### src/rtl/walk_pkg.sv
package walk_pkg;

  typedef enum logic [1:0] {
    WALK_OK    = 2'd0,
    WALK_PAGE  = 2'd1,
    WALK_PROT  = 2'd2
  } walk_status_e;

  typedef enum logic [2:0] {
    S_IDLE, S_L1_REQ, S_L1_WAIT, S_L2_REQ, S_L2_WAIT, S_DONE
  } walk_state_e;

  typedef struct packed {
    logic loadReq;     // latch request fields
    logic loadL1;      // latch next-table base from level-1 entry
    logic useL2;       // select level-2 entry address
    logic endL1Fault;  // finish with page fault at level 1
    logic endLeaf;     // finish with evaluation of leaf entry
  } walk_strobe_t;

  localparam int ENT_VALID = 0;
  localparam int ENT_READ  = 1;
  localparam int ENT_WRITE = 2;
  localparam int ENT_SUPER = 3;

endpackage

### src/rtl/walk_ctrl.sv
module walk_ctrl
  import walk_pkg::*;
(
  input  logic         clk,
  input  logic         rstN,
  input  logic         reqValid,
  input  logic         memRspValid,
  input  logic         rspValidBit,
  output walk_strobe_t strobe,
  output logic         busy,
  output logic         done,
  output logic         memReqValid
);

  walk_state_e stateQ, stateD;

  always_ff @(posedge clk) begin
    if (!rstN) stateQ <= S_IDLE;
    else       stateQ <= stateD;
  end

  always_comb begin
    stateD      = stateQ;
    strobe      = '0;
    memReqValid = 1'b0;
    done        = 1'b0;
    unique case (stateQ)
      S_IDLE: begin
        if (reqValid) begin
          strobe.loadReq = 1'b1;
          stateD         = S_L1_REQ;
        end
      end
      S_L1_REQ: begin
        memReqValid = 1'b1;
        stateD      = S_L1_WAIT;
      end
      S_L1_WAIT: begin
        if (memRspValid) begin
          if (rspValidBit) begin
            strobe.loadL1 = 1'b1;
            stateD        = S_L2_REQ;
          end else begin
            strobe.endL1Fault = 1'b1;
            stateD            = S_DONE;
          end
        end
      end
      S_L2_REQ: begin
        strobe.useL2 = 1'b1;
        memReqValid  = 1'b1;
        stateD       = S_L2_WAIT;
      end
      S_L2_WAIT: begin
        strobe.useL2 = 1'b1;
        if (memRspValid) begin
          strobe.endLeaf = 1'b1;
          stateD         = S_DONE;
        end
      end
      S_DONE: begin
        done   = 1'b1;
        stateD = S_IDLE;
      end
      default: stateD = S_IDLE;
    endcase
  end

  assign busy = (stateQ != S_IDLE);

  assert_req_pulse_R9: assert property (@(posedge clk) disable iff (!rstN)
    memReqValid |=> !memReqValid);

  assert_done_pulse_R9: assert property (@(posedge clk) disable iff (!rstN)
    done |=> (!done && !busy));

  assert_busy_start_R2: assert property (@(posedge clk) disable iff (!rstN)
    (!busy && !reqValid) |=> !busy);

endmodule

### src/rtl/walk_dpath.sv
module walk_dpath
  import walk_pkg::*;
#(
  parameter int ADDR_W   = 32,
  parameter int OFFSET_W = 12,
  parameter int IDX_W    = 10,
  parameter int ENT_SHIFT = 2
) (
  input  logic                          clk,
  input  logic                          rstN,
  input  walk_strobe_t                  strobe,
  input  logic [2*IDX_W+OFFSET_W-1:0]   reqVaddr,
  input  logic                          reqWrite,
  input  logic                          reqSuper,
  input  logic [ADDR_W-1:0]             tableBase,
  input  logic [ADDR_W-1:0]             memRspData,
  output logic [ADDR_W-1:0]             memReqAddr,
  output logic                          rspValidBit,
  output logic [1:0]                    status,
  output logic [ADDR_W-1:0]             physAddr
);

  localparam int VA_W  = 2*IDX_W + OFFSET_W;
  localparam int PPN_W = ADDR_W - OFFSET_W;

  logic [VA_W-1:0]   vaQ;
  logic              wrQ, supQ;
  logic [ADDR_W-1:0] baseQ;
  logic [PPN_W-1:0]  nextBaseQ;
  walk_status_e      statusQ;
  logic [ADDR_W-1:0] paQ;

  logic [IDX_W-1:0]  vpnHi, vpnLo;
  logic [ADDR_W-1:0] l1Addr, l2Addr;
  logic              denySup, denyRd, denyWr, leafDenied;

  assign vpnHi = vaQ[VA_W-1 -: IDX_W];
  assign vpnLo = vaQ[OFFSET_W +: IDX_W];

  assign l1Addr = {baseQ[ADDR_W-1:ENT_SHIFT], {ENT_SHIFT{1'b0}}}
                + (ADDR_W'(vpnHi) << ENT_SHIFT);
  assign l2Addr = {nextBaseQ, {OFFSET_W{1'b0}}}
                + (ADDR_W'(vpnLo) << ENT_SHIFT);

  assign memReqAddr  = strobe.useL2 ? l2Addr : l1Addr;
  assign rspValidBit = memRspData[ENT_VALID];

  assign denySup    = !supQ && memRspData[ENT_SUPER];
  assign denyRd     = !wrQ  && !memRspData[ENT_READ];
  assign denyWr     =  wrQ  && !memRspData[ENT_WRITE];
  assign leafDenied = denySup || denyRd || denyWr;

  always_ff @(posedge clk) begin
    if (!rstN) begin
      vaQ       <= '0;
      wrQ       <= 1'b0;
      supQ      <= 1'b0;
      baseQ     <= '0;
      nextBaseQ <= '0;
      statusQ   <= WALK_OK;
      paQ       <= '0;
    end else begin
      if (strobe.loadReq) begin
        vaQ   <= reqVaddr;
        wrQ   <= reqWrite;
        supQ  <= reqSuper;
        baseQ <= tableBase;
      end
      if (strobe.loadL1) nextBaseQ <= memRspData[ADDR_W-1:OFFSET_W];
      if (strobe.endL1Fault) begin
        statusQ <= WALK_PAGE;
        paQ     <= '0;
      end else if (strobe.endLeaf) begin
        if (!memRspData[ENT_VALID]) begin
          statusQ <= WALK_PAGE;
          paQ     <= '0;
        end else if (leafDenied) begin
          statusQ <= WALK_PROT;
          paQ     <= '0;
        end else begin
          statusQ <= WALK_OK;
          paQ     <= {memRspData[ADDR_W-1:OFFSET_W], vaQ[OFFSET_W-1:0]};
        end
      end
    end
  end

  assign status   = statusQ;
  assign physAddr = paQ;

  assert_fault_no_addr_R8: assert property (@(posedge clk) disable iff (!rstN)
    (status != WALK_OK) |-> (physAddr == '0));

  assert_offset_kept_R8: assert property (@(posedge clk) disable iff (!rstN)
    (strobe.endLeaf && memRspData[ENT_VALID] && !leafDenied)
      |=> (physAddr[OFFSET_W-1:0] == $past(vaQ[OFFSET_W-1:0])));

endmodule

### src/rtl/page_walker.sv
module page_walker
  import walk_pkg::*;
#(
  parameter int ADDR_W    = 32,
  parameter int OFFSET_W  = 12,
  parameter int IDX_W     = 10,
  parameter int ENT_SHIFT = 2
) (
  input  logic                        clk,
  input  logic                        rstN,
  input  logic                        reqValid,
  input  logic [2*IDX_W+OFFSET_W-1:0] reqVaddr,
  input  logic                        reqWrite,
  input  logic                        reqSuper,
  input  logic [ADDR_W-1:0]           tableBase,
  output logic                        busy,
  output logic                        memReqValid,
  output logic [ADDR_W-1:0]           memReqAddr,
  input  logic                        memRspValid,
  input  logic [ADDR_W-1:0]           memRspData,
  output logic                        done,
  output logic [1:0]                  status,
  output logic [ADDR_W-1:0]           physAddr
);

  walk_strobe_t strobe;
  logic         rspValidBit;

  walk_ctrl ctrl_i (
    .clk         (clk),
    .rstN        (rstN),
    .reqValid    (reqValid),
    .memRspValid (memRspValid),
    .rspValidBit (rspValidBit),
    .strobe      (strobe),
    .busy        (busy),
    .done        (done),
    .memReqValid (memReqValid)
  );

  walk_dpath #(
    .ADDR_W    (ADDR_W),
    .OFFSET_W  (OFFSET_W),
    .IDX_W     (IDX_W),
    .ENT_SHIFT (ENT_SHIFT)
  ) dpath_i (
    .clk         (clk),
    .rstN        (rstN),
    .strobe      (strobe),
    .reqVaddr    (reqVaddr),
    .reqWrite    (reqWrite),
    .reqSuper    (reqSuper),
    .tableBase   (tableBase),
    .memRspData  (memRspData),
    .memReqAddr  (memReqAddr),
    .rspValidBit (rspValidBit),
    .status      (status),
    .physAddr    (physAddr)
  );

  assert_addr_aligned_R9: assert property (@(posedge clk) disable iff (!rstN)
    memReqValid |-> (memReqAddr[ENT_SHIFT-1:0] == '0));

  assert_status_code_R8: assert property (@(posedge clk) disable iff (!rstN)
    done |-> (status != 2'd3));

  assert_done_while_busy_R2: assert property (@(posedge clk) disable iff (!rstN)
    done |-> busy);

endmodule

### config.mk
export PLATFORM = sky130hd
export DESIGN_NAME = page_walker
export DESIGN_NICKNAME = d
export VERILOG_FILES = /design/src/rtl/walk_pkg.sv /design/src/rtl/walk_ctrl.sv /design/src/rtl/walk_dpath.sv /design/src/rtl/page_walker.sv
export SDC_FILE = /design/constraint.sdc
export NUM_CORES = 1
export LEC_CHECK = 0
export ABC_AREA = 1
export CAP_MARGIN = 40
export CELL_PAD_IN_SITES_DETAIL_PLACEMENT = 0
export CELL_PAD_IN_SITES_GLOBAL_PLACEMENT = 2
export CORE_MARGIN = 2
export CORE_UTILIZATION = 36
export CTS_CLUSTER_SIZE = 10
export DETAILED_ROUTE_END_ITERATION = 10
export DONT_BUFFER_PORTS = 1
export GPL_ROUTABILITY_DRIVEN = 1
export HOLD_SLACK_MARGIN = 0.06
export PLACE_DENSITY = 0.89
export SLEW_MARGIN = 20
export SYNTH_ARGS = -nofsm -noshare
export SYNTH_HDL_FRONTEND = slang
export SYNTH_SLANG_ARGS = --single-unit
### constraint.sdc
create_clock -name clk -period 5.7 [get_ports clk]
set_input_delay 1.14 -clock clk [delete_from_list [all_inputs] [get_ports clk]]
set_output_delay 1.14 -clock clk [all_outputs]
set_load 0.02 [all_outputs]
; ---- After elaboration in Yosys (flattened, before gate mapping)
; Cells that the tools add are included.
[totals]
ff_bits = 123
latch_bits = 0
mem_bits_rw = 0
romBits = 0
out_inout_bits = 69
memories = 0
[op_classes]
n_addsub = 2
mul = 0
n_div = 0
n_lt_le_gt_ge = 0
n_eq_ne = 8
n_shift = 0
n_mux = 25
bitwise_logic = 1
reduce_logical = 16
[op_table]
columns = cell, count
row1 = $mux W32, 3
row2 = $add A32 B12 Y32, 2
row3 = $mux W1, 15
row4 = $pmux W3 S5, 1
row5 = $mux W3, 4
row6 = $eq A3 B2 Y1 const B, 2
row7 = $eq A3 B3 Y1 const B, 2
row8 = $ne A2 B2 Y1 const B, 3
row9 = $reduce_or A2 Y1, 3
row10 = $logic_not A1 Y1, 4
row11 = $mux W2, 2
row12 = $eq A3 B1 Y1 const B, 1
row13 = $logic_and A1 B1 Y1, 3
row14 = $logic_not A3 Y1, 1
row15 = $reduce_and A3 Y1, 1
row16 = $reduce_bool A3 Y1, 1
row17 = $logic_or A1 B1 Y1, 2
row18 = $reduce_bool A2 Y1, 1
row19 = $not A1 Y1, 1

; ---- Depth between registers and ports, before layout
; Gate-level depths: netlist (run 1).
[depth]
word_depth = 8
depth_mapped = 13

; ---- Hierarchy
; A second synthesis (run 1) with hierarchy kept.
[unflattened]
hier_cells = 917
hier_area_um2 = 5916.9
[modules_own_cells]
columns = mod, instances, cells_per_inst, area_per_inst_um2, seq_area_each_um2
row1 = walk_dpath, 1, 875, 5684.2, 2362.3
row2 = walk_ctrl, 1, 42, 232.7, 60.1

; ---- Least setup slack after synthesis (run 1)
; No wires, ideal clock.
[synth_path]
path_type = reg2out
start = register dpath_i.baseQ[2]
end = output memReqAddr[14]
t_arrival_ns = 1.943
t_required_ns = 4.560
path_slack_ns = 2.617
path_stages_with_launch = 10
path_buffers = 0
path_cell_list = dfxtp_1 ha_1 fa_1 nand3_1 nand3_1 nand3_1 nand3_1 nor2_1 nor2_1 a21oi_1
[synth_via]
elab_chain_cells = 2
[synth_lines]
columns = element, line
row1 = start: declaration, walk_dpath.sv:28  ; logic [ADDR_W-1:0] baseQ;
row2 = start signal: assignment, walk_dpath.sv:67  ; baseQ <= tableBase;
row3 = $add A32 B12 Y32, walk_dpath.sv:41  ; + (ADDR_W'(vpnHi) << ENT_SHIFT);
row4 = $mux W32, walk_dpath.sv:45  ; assign memReqAddr = strobe.useL2 ? l2Addr : l1Addr;
row5 = end: declaration, page_walker.sv:18  ; output logic [ADDR_W-1:0] memReqAddr,
; No other way between the ends.

; ---- Final worst setup path (run 1)
; Same ends and word-level chain as after synthesis.

==> results of run 1 <==
logic make-up after synthesis:
kind of cell,synth area share [%]
xor+xnor,0.743
buf+inv,11.7
other cells,0.0636
fa+ha+maj,2.46
flops,41.1
simple gates,23.5
compound gates,20.5
cells in the mapped netlist (all sizes together):
cell / n / area, µm²
a211oi: 1 / 7.51
a21boi: 1 / 7.51
a21oi: 122 / 611
and2: 1 / 6.26
buf: 15 / 85.1
clkbuf: 30 / 114
conb: 1 / 3.75
dfxtp: 121 / 2420
fa: 1 / 20.0
ha: 10 / 125
inv: 130 / 488
nand2: 221 / 830
nand3: 57 / 298
nand4: 1 / 6.26
nor2: 47 / 184
nor3: 8 / 56.3
o21a: 1 / 7.51
o21ai: 107 / 536
o22ai: 6 / 37.5
or2: 1 / 6.26
xnor2: 3 / 26.3
xor2: 2 / 17.5
layout make-up:
| type | instances | share of cell area (%) |
|---|---|---|
| Clock inverter | 13 | 1.65 |
| Clock buffer | 19 | 6.86 |
| Sequential cell | 121 | 36.7 |
| Multi-Input combinational cell | 592 | 42.4 |
| Tap cell | 216 | 4.09 |
| Timing Repair Buffer | 7 | 0.872 |
| Inverter | 130 | 7.39 |
report_power, final:
part           switching (mW)  internal [mW]
clock                   0.431          0.590
sequential              0.123           1.01
combinational           0.757          0.265
worst max-delay path, cell delays in order, from the launching register on:
cell	delay, ps
dfxtp_1	320
ha_1	260
fa_1	460
nand3_1	110
nand3_1	160
nand3_1	110
nand3_1	260
nor2_1	180
nor2_1	60
a21oi_1	460
sequential cells by signal, summed over array words and instances, names as in the netlist:
signal and count:
ctrl_i.stateQ 3, dpath_i.supQ 1, dpath_i.nextBaseQ 20, dpath_i.vaQ 32
dpath_i.baseQ 30, dpath_i.physAddr 32, dpath_i.status 2, dpath_i.wrQ 1
routing by layer:
layer	GRT usage (%)	vias to the layer above	share of wire [%]
met1	25.2	2323	46
met5	0	-	0
met3	7.57	23	7.3
met4	7.37	0	2.3
li1	-	2812	-
met2	31.5	129	45
worst min-delay path by stage:
stage	slack [ps]	start	endpoint	cells after the start
after CTS	440	dpath_i.vaQ[8]	dpath_i.vaQ[8]	2
after global routing	470	dpath_i.nextBaseQ[6]	dpath_i.nextBaseQ[6]	2
final	440	dpath_i.vaQ[19]	dpath_i.vaQ[19]	2
after floorplan	420	dpath_i.nextBaseQ[11]	dpath_i.nextBaseQ[11]	2
after detailed placement	430	dpath_i.vaQ[9]	dpath_i.vaQ[9]	2
after global placement	430	dpath_i.vaQ[9]	dpath_i.vaQ[9]	2
stage by stage:
stage	util [%]	hold WS [ps]
3_3_place_gp	37.8	432
6_report	41.4	441
5_1_grt	41.4	465
4_1_cts	41.4	444
2_1_floorplan	-	424
3_5_place_dp	37.9	435
==> flow_metrics.env, run 1 <==
export IMPL_cp_endpoint="memReqAddr[14]"
export IMPL_antenna_found_initial=0
export IMPL_drive_above_1_share_pct=5.33
export IMPL_slew_headroom_pct=39.4
export IMPL_clock_sinks=121
export IMPL_final_common_cell="nand2_1"
export IMPL_rr_worst_depth=6
export IMPL_drc=0
export IMPL_hp_class="reg -> reg"
export IMPL_wl_per_cell_um=15.6
export IMPL_multi_input_area_um2=2800
export IMPL_fin_crit_ps=3940
export IMPL_worst_pin_slew_ps=900
export IMPL_wl_um=17200
export IMPL_dr_pass1_iters=5
export IMPL_vias_per_cell=4.82
export IMPL_grt_ovfl_total=0
export IMPL_reg2reg_slack_ps=3410
export IMPL_io_buffers=0
export IMPL_routabilityCongestion=0.831
export IMPL_r2r_start="ctrl_i.stateQ[0]"
export IMPL_powerDensity_nw_per_um2=481
export IMPL_dieWidth_um=132
export IMPL_yosysWarnings=0
export IMPL_synth_seq_cells=121
export IMPL_cts_hold_buf=0
export IMPL_first_global_vias=5106
export IMPL_fp_dieH_um=132
export IMPL_nets=982
export IMPL_total_power_mw=3.17
export IMPL_crit_fanout=8
export IMPL_antenna_cells=0
export IMPL_syn_cell_area_um2=5890
export IMPL_pre_cts_ws_ps=2210
export IMPL_rsz0062_at_grt="no"
export IMPL_placed_area_um2=6040
export IMPL_placed_cells=1066
export IMPL_timing_final_crit_share_pct=69.1
export IMPL_synth_cell_type_count=31
export IMPL_setup_viol=0
export IMPL_cts_buffers=17
export IMPL_io_pins=171
export IMPL_fill_cells=1720
export IMPL_syn_to_final_growth_pct=12.0
export IMPL_outcome="finished clean"
export IMPL_fin_cells=1098
export IMPL_regArea_um2=2420
export IMPL_cp_startpoint="dpath_i.baseQ[2]"
export IMPL_crit_type="reg -> out"
export IMPL_grtUsageTotal_pct=20.1
export IMPL_drv_cap=0
export IMPL_finalHoldViolCount=0
export IMPL_die_area_um2=17400
export IMPL_h_tree_depth=4
export IMPL_r2r_end="dpath_i.physAddr[2]"
export IMPL_hpwlAfterDp_um=12500
export IMPL_fin_area_um2=6600
export IMPL_insertion_delay_ps=420
export IMPL_seq_area_frac_synth_pct=41.1
export IMPL_rows=46
export IMPL_tns_ps=0
export IMPL_cts_tree="yes"
export IMPL_max_freq_mhz=254
export IMPL_leakage_nw=2.66
export IMPL_critPathRequiredTime_ps=4560
export IMPL_initial_core_util_pct=37.0
export IMPL_postRouteAntennaNets=0
export IMPL_syn_area_per_cell_um2=6.65
export IMPL_startpoint_type="flop"
export IMPL_post_cts_buffers=0
export IMPL_clkTransAtPathRegs_ps=60
export IMPL_crit_path_end_kind="output pin"
export IMPL_grt_pass1_wl_um=27600
export IMPL_postCtsResizedCells=0
export IMPL_coreArea_um2=15900
export IMPL_cts_buffer_depth=2
export IMPL_mostFrequentLayoutCells="nand2_1, inv_1, a21oi_1, dfxtp_1, o21ai_0"
export IMPL_skew_ps=9.99
export IMPL_synthCells=887
export IMPL_ir_drop_mv=0.314
export IMPL_setup_ws_ps=1760
export IMPL_cts_root_buf="clkbuf_16"
export IMPL_cp_data_arrival_time_ps=2800
export IMPL_vias=5287
export IMPL_grt_max_degree=87
export IMPL_drv_slew=0
export IMPL_drtIter0Drc=305
Power figures use the tool's default switching activity.
==> run 2: changes to the inputs <==
--- a/config.mk
+++ b/config.mk
@@ -10,13 +10,13 @@
 export CELL_PAD_IN_SITES_DETAIL_PLACEMENT = 0
 export CELL_PAD_IN_SITES_GLOBAL_PLACEMENT = 2
 export CORE_MARGIN = 2
-export CORE_UTILIZATION = 36
+export CORE_UTILIZATION = 30
 export CTS_CLUSTER_SIZE = 10
 export DETAILED_ROUTE_END_ITERATION = 10
 export DONT_BUFFER_PORTS = 1
 export GPL_ROUTABILITY_DRIVEN = 1
 export HOLD_SLACK_MARGIN = 0.06
-export PLACE_DENSITY = 0.89
+export PLACE_DENSITY = 0.79
 export SLEW_MARGIN = 20
 export SYNTH_ARGS = -nofsm -noshare
 export SYNTH_HDL_FRONTEND = slang
==> constraint.sdc (replaced) <==
create_clock -name clk -period 3.4 [get_ports clk]
set_input_delay 0.68 -clock clk [delete_from_list [all_inputs] [get_ports clk]]
set_output_delay 0.68 -clock clk [all_outputs]
set_load 0.02 [all_outputs]
==> run 2 against run 1 <==
Sequential cell count stayed put. Via count is 2.4% higher. Critical path depth is 3 higher. Sequential power is 68% higher. Cell count is 6.4% higher. Cell area is 4.5% higher. Utilization is 5.8 points lower. Register-to-register slack worse by 2100 ps. Global-route usage is 2.6 points lower. Clock skew is 1.0 ps lower. Count of clock-buffer cells in the layout stayed put. Combinational power is 87% higher. Critical endpoint is now memReqAddr[26]. Highest routed layer unchanged.
==> flow_metrics.env, run 2 (synthesis results as in run 1) <==
export IMPL_outcome="finished clean"
export IMPL_grt_ovfl_total=0
export IMPL_coreArea_um2=19400
export IMPL_holdWs_ps=399
export IMPL_p_comb_share_pct=33.2
export IMPL_skew_ps=8.95
export IMPL_rr_worst_depth=5
export IMPL_crit_fanout=4
export IMPL_first_global_vias=5191
export IMPL_dr_pass1_iters=5
export IMPL_finalHoldViolCount=0
export IMPL_timing_final_crit_share_pct=93.5
export IMPL_cp_endpoint="memReqAddr[26]"
export IMPL_drv_cap=0
export IMPL_reg2reg_slack_ps=1350
export IMPL_syn_to_final_growth_pct=17.1
export IMPL_vias=5414
export IMPL_grt_busiest_layer="met2"
export IMPL_drive_above_1_share_pct=7.75
export IMPL_clkTransAtPathRegs_ps=60
export IMPL_grt_use_met2_pct=27.1
export IMPL_cts_buffer_depth=2
export IMPL_p_switching_mw=2.21
export IMPL_cts_root_buf="clkbuf_16"
export IMPL_h_tree_depth=4
export IMPL_grt_pass1_wl_um=28000
export IMPL_max_freq_mhz=315
export IMPL_crit_type="reg -> out"
export IMPL_rsz0062_at_grt="no"
export IMPL_grt_max_degree=87
export IMPL_fill_cells=2161
export IMPL_startpoint_type="flop"
export IMPL_setup_ws_ps=222
export IMPL_ir_drop_mv=0.344
export IMPL_wl_um=17800
export IMPL_total_power_mw=5.74
export IMPL_cts_hold_buf=0
export IMPL_critPathRequiredTime_ps=2720
export IMPL_postRouteAntennaNets=0
export IMPL_io_pins=171
export IMPL_fp_dieH_um=144
export IMPL_r2r_end="dpath_i.baseQ[19]"
export IMPL_p_int_mw=3.53
export IMPL_setup_viol=0
export IMPL_pre_cts_ws_ps=391
export IMPL_insertion_delay_ps=410
export IMPL_r2r_start="ctrl_i.stateQ[2]"
export IMPL_hpwlAfterDp_um=13100
export IMPL_hp_class="in -> reg"
export IMPL_rows=51
export IMPL_initial_core_util_pct=30.4
export IMPL_antenna_cells=0
export IMPL_power_frac_seq_pct=33.1
export IMPL_drv_slew=0
export IMPL_post_route_util_pct=35.6
export IMPL_cp_startpoint="dpath_i.baseQ[2]"
export IMPL_post_cts_buffers=0
export IMPL_antenna_found_initial=0
export IMPL_slew_headroom_pct=60.5
export IMPL_cts_buffers=17
export IMPL_nets=1003
export IMPL_leakage_nw=2.79
export IMPL_vias_per_cell=4.64
export IMPL_grtUsageTotal_pct=17.5
export IMPL_gr_usage_met1_pct=22.7
export IMPL_clkPwrFrac_pct=33.7
export IMPL_switching_share_pct=38.5
export IMPL_mostFrequentLayoutCells="nand2_1, inv_1, a21oi_1, dfxtp_1, o21ai_0"
export IMPL_wl_per_cell_um=15.3
export IMPL_cts_tree="yes"
export IMPL_drtIter0Drc=275
export IMPL_die_area_um2=20800
export IMPL_cp_data_arrival_time_ps=2500
export IMPL_fin_crit_ps=3180
export IMPL_grt_use_met3_pct=6.23
export IMPL_postCtsResizedCells=1
export IMPL_dieWidth_um=144
export IMPL_routabilityCongestion=0.813
export IMPL_powerDensity_nw_per_um2=832
export IMPL_worst_pin_slew_ps=593
export IMPL_clock_sinks=121
export IMPL_tns_ps=0
export IMPL_io_buffers=0
export IMPL_final_common_cell="nand2_1"
export IMPL_drc=0
export IMPL_crit_path_end_kind="output pin"
## run 2: changes by cell type in the layout (fill, tap and decap cells not counted), sizes merged
cell      delta
buf         +21
clkinvlp     +1
inv          -5
bufinv       +4
## run 2: worst min path at each step
stage | from | endpoint | slack (ps) | cells after the start
6_report | memRspData[17] | dpath_i.physAddr[17] | 400 | 2
4_1_cts | memRspData[19] | dpath_i.physAddr[19] | 380 | 2
3_3_place_gp | dpath_i.vaQ[8] | dpath_i.vaQ[8] | 430 | 2
5_1_grt | memRspData[30] | dpath_i.physAddr[30] | 390 | 2
2_1_floorplan | dpath_i.nextBaseQ[11] | dpath_i.nextBaseQ[11] | 420 | 2
3_5_place_dp | dpath_i.vaQ[8] | dpath_i.vaQ[8] | 430 | 2
## run 2: metrics by stage
step,area (µm²),cells
after floorplan,5900,888
final,6900,1168
after global routing,6900,1168
after CTS,6890,1168
after global placement,6250,1136
after detailed placement,6250,1136
## run 2: power by group through the flow
stage                     combinational, mW  clock (mW)  sequential [mW]
final                                  1.91        1.93             1.90
after global placement                 1.93           0             1.93
after global routing                   2.14        2.04             1.94
after floorplan                        1.37           0             1.86
after detailed placement               1.93           0             1.93
after CTS                              1.93        1.98             1.90
## run 2: area by class of cell
cell class	count	area (µm²)	area share (%)
clock inverters	13	194	2.81
repair buffers	28	210	3.05
inverters	130	488	7.07
multi-input cells	592	2820	40.9
well taps	265	332	4.81
clock buffers	19	433	6.27
flip-flops and latches	121	2420	35.1
## run 2: worst max-delay path, stage by stage, from the launching register on
cell and delay, ps:
dfxtp_1 320, ha_1 260, fa_2 400, nand3_1 100, nand3_1 100, buf_4 170
nand2_1 50, nand2_1 130, nand3_1 170, nand3_1 90, nand2_1 100, nand2_1 70
nand2_2 140
## run 2: layer usage
metal  vias up  share of wire [%]  wire, µm
met5         -                  0         0
met3        22                8.2      1460
met2       147                 44      7850
met4         0                1.8       327
met1      2402                 46      8210
li1       2843                  -         -
==> run 3: changes to the inputs <==
--- a/config.mk
+++ b/config.mk
@@ -15,6 +15,7 @@
 export DETAILED_ROUTE_END_ITERATION = 10
 export DONT_BUFFER_PORTS = 1
 export GPL_ROUTABILITY_DRIVEN = 1
+export GPL_TIMING_DRIVEN = 0
 export HOLD_SLACK_MARGIN = 0.06
 export PLACE_DENSITY = 0.79
 export SLEW_MARGIN = 20
==> run 3 against run 2 <==
Sequential share of layout area about the same. Wire length up 12%. Cell area decreased by 0.13%. Critical endpoint is now memReqAddr[20]. Die area stayed put.
==> flow_metrics.env, run 3 (synthesis results as in run 1) <==
export IMPL_outcome="finished clean"
export IMPL_dieWidth_um=144
export IMPL_drv_cap=0
export IMPL_crit_chain="ha_1, fa_1, nand3_1, nand3_1, nand3_1, nand3_1, o21ai_0"
export IMPL_clock_sinks=121
export IMPL_io_buffers=0
export IMPL_h_tree_depth=4
export IMPL_crit_fanout=8
export IMPL_hpwlAfterDp_um=15500
export IMPL_postRouteAntennaNets=0
export IMPL_rows=51
export IMPL_coreArea_um2=19400
export IMPL_first_global_vias=5516
export IMPL_post_cts_buffers=0
export IMPL_drive_above_1_share_pct=6.41
export IMPL_leakage_nw=2.76
export IMPL_max_stage_delay_ps=450
export IMPL_slew_headroom_pct=40.7
export IMPL_drc=0
export IMPL_vias_per_cell=4.62
export IMPL_cts_hold_buf=0
export IMPL_initial_core_util_pct=30.4
export IMPL_hp_class="in -> reg"
export IMPL_ir_drop_mv=0.372
export IMPL_syn_to_final_growth_pct=16.9
export IMPL_pre_cts_ws_ps=216
export IMPL_grtUsageTotal_pct=19.8
export IMPL_timing_final_crit_share_pct=94.4
export IMPL_cts_root_buf="clkbuf_16"
export IMPL_cts_buffers=17
export IMPL_grt_ovfl_total=0
export IMPL_cts_buffer_depth=2
export IMPL_crit_path_end_kind="output pin"
export IMPL_rsz0062_at_grt="no"
export IMPL_fin_crit_ps=3210
export IMPL_drtIter0Drc=258
export IMPL_nets=1020
export IMPL_io_pins=171
export IMPL_clkTransAtPathRegs_ps=60
export IMPL_placed_area_um2=6230
export IMPL_path_common_cell="nand3_1"
export IMPL_finalHoldViolCount=0
export IMPL_antenna_found_initial=1
export IMPL_wl_per_cell_um=16.9
export IMPL_mostFrequentLayoutCells="nand2_1, inv_1, a21oi_1, dfxtp_1, o21ai_0"
export IMPL_fp_dieH_um=144
export IMPL_tns_ps=0
export IMPL_cp_data_arrival_time_ps=2530
export IMPL_setup_viol=0
export IMPL_insertion_delay_ps=420
export IMPL_startpoint_type="flop"
export IMPL_vias=5482
export IMPL_wl_um=20000
export IMPL_crit_slowest_cell="fa_1"
export IMPL_critPathRequiredTime_ps=2720
export IMPL_max_freq_mhz=311
export IMPL_cts_tree="yes"
export IMPL_fin_area_um2=6890
export IMPL_drv_slew=0
export IMPL_die_area_um2=20800
export IMPL_cp_top_family="simple AND/OR/NAND/NOR gates"
export IMPL_routabilityCongestion=0.824
export IMPL_final_common_cell="nand2_1"
export IMPL_grt_max_degree=17
export IMPL_dr_pass1_iters=4
export IMPL_skew_ps=7.16
export IMPL_powerDensity_nw_per_um2=826
export IMPL_fill_cells=2184
export IMPL_worst_path_buf_inv=0
export IMPL_grt_pass1_wl_um=30700
export IMPL_worst_pin_slew_ps=880
export IMPL_crit_type="reg -> out"
export IMPL_setup_ws_ps=189
[run 3: cell types whose count changed in the layout (fill, tap and decap cells not counted), sizes merged]
cell      before  now
clkinv         3    6
clkbuf        19   47
buf           28   15
diode          0    1
inv          132  133
clkinvlp       4    3
bufinv         4    3
[run 3: area by class of cell]
cell class	instances	area [µm²]	area share [%]
inverters	130	488	7.08
clock inverters	15	194	2.81
plain buffers	45	199	2.89
well taps	265	332	4.81
flip-flops and latches	121	2420	35.1
multi-input cells	592	2830	41.0
clock buffers	17	425	6.17
diodes	1	2.50	0.0363
[run 3: final timing paths]
| kind | start | end | slack (ps) | depth (start not counted) |
|---|---|---|---|---|
| worst min register to register | dpath_i.nextBaseQ[12] | dpath_i.nextBaseQ[12] | 450 | 2 |
| worst max-delay path | dpath_i.baseQ[2] | memReqAddr[20] | 190 | 7 |
| worst min-delay path | memRspData[17] | dpath_i.physAddr[17] | 400 | 2 |
| worst max register to register | ctrl_i.stateQ[2] | dpath_i.baseQ[28] | 1520 | 7 |
[run 3: worst register-to-register path, delay by kind of cell, from the launching register on]
family                 cells  cell delay, ps
AOI/OAI and AO/OA          2             370
and+or+nand+nor            1             100
buffers and inverters      4            1040
DFF                        1             310
[run 3: where the power goes]
group	leakage (nW)	switching, mW	internal (mW)	total [mW]
Combinational	1.47	1.42	0.481	1.90
Sequential	0.989	0.203	1.69	1.89
Clock	0.292	0.736	1.17	1.90
Total	2.76	2.36	3.34	5.69
[run 3: through the flow]
step | cells | hold slack, ps | util [%] | power, mW
after floorplan | 888 | 424 | - | 3.24
after global routing | 1186 | 390 | 35.5 | 6.05
after CTS | 1185 | 380 | 35.4 | 5.74
final | 1186 | 398 | 35.5 | 5.69
after detailed placement | 1153 | 437 | 32.1 | 3.81
after global placement | 1153 | 434 | 32.1 | 3.81
[run 3: timing repair]
action                     CTS  global route
setup endpoints to repair    6             6
hold endpoints to repair     0             0
gates resized for setup      6             6
[run 3: routing by layer]
| layer | track usage, % | share of wire, % |
|---|---|---|
| met1 | 23.3 | 44 |
| met3 | 7.22 | 7.7 |
| met4 | 7.56 | 1.6 |
| met5 | 0 | 0 |
| met2 | 32.8 | 47 |
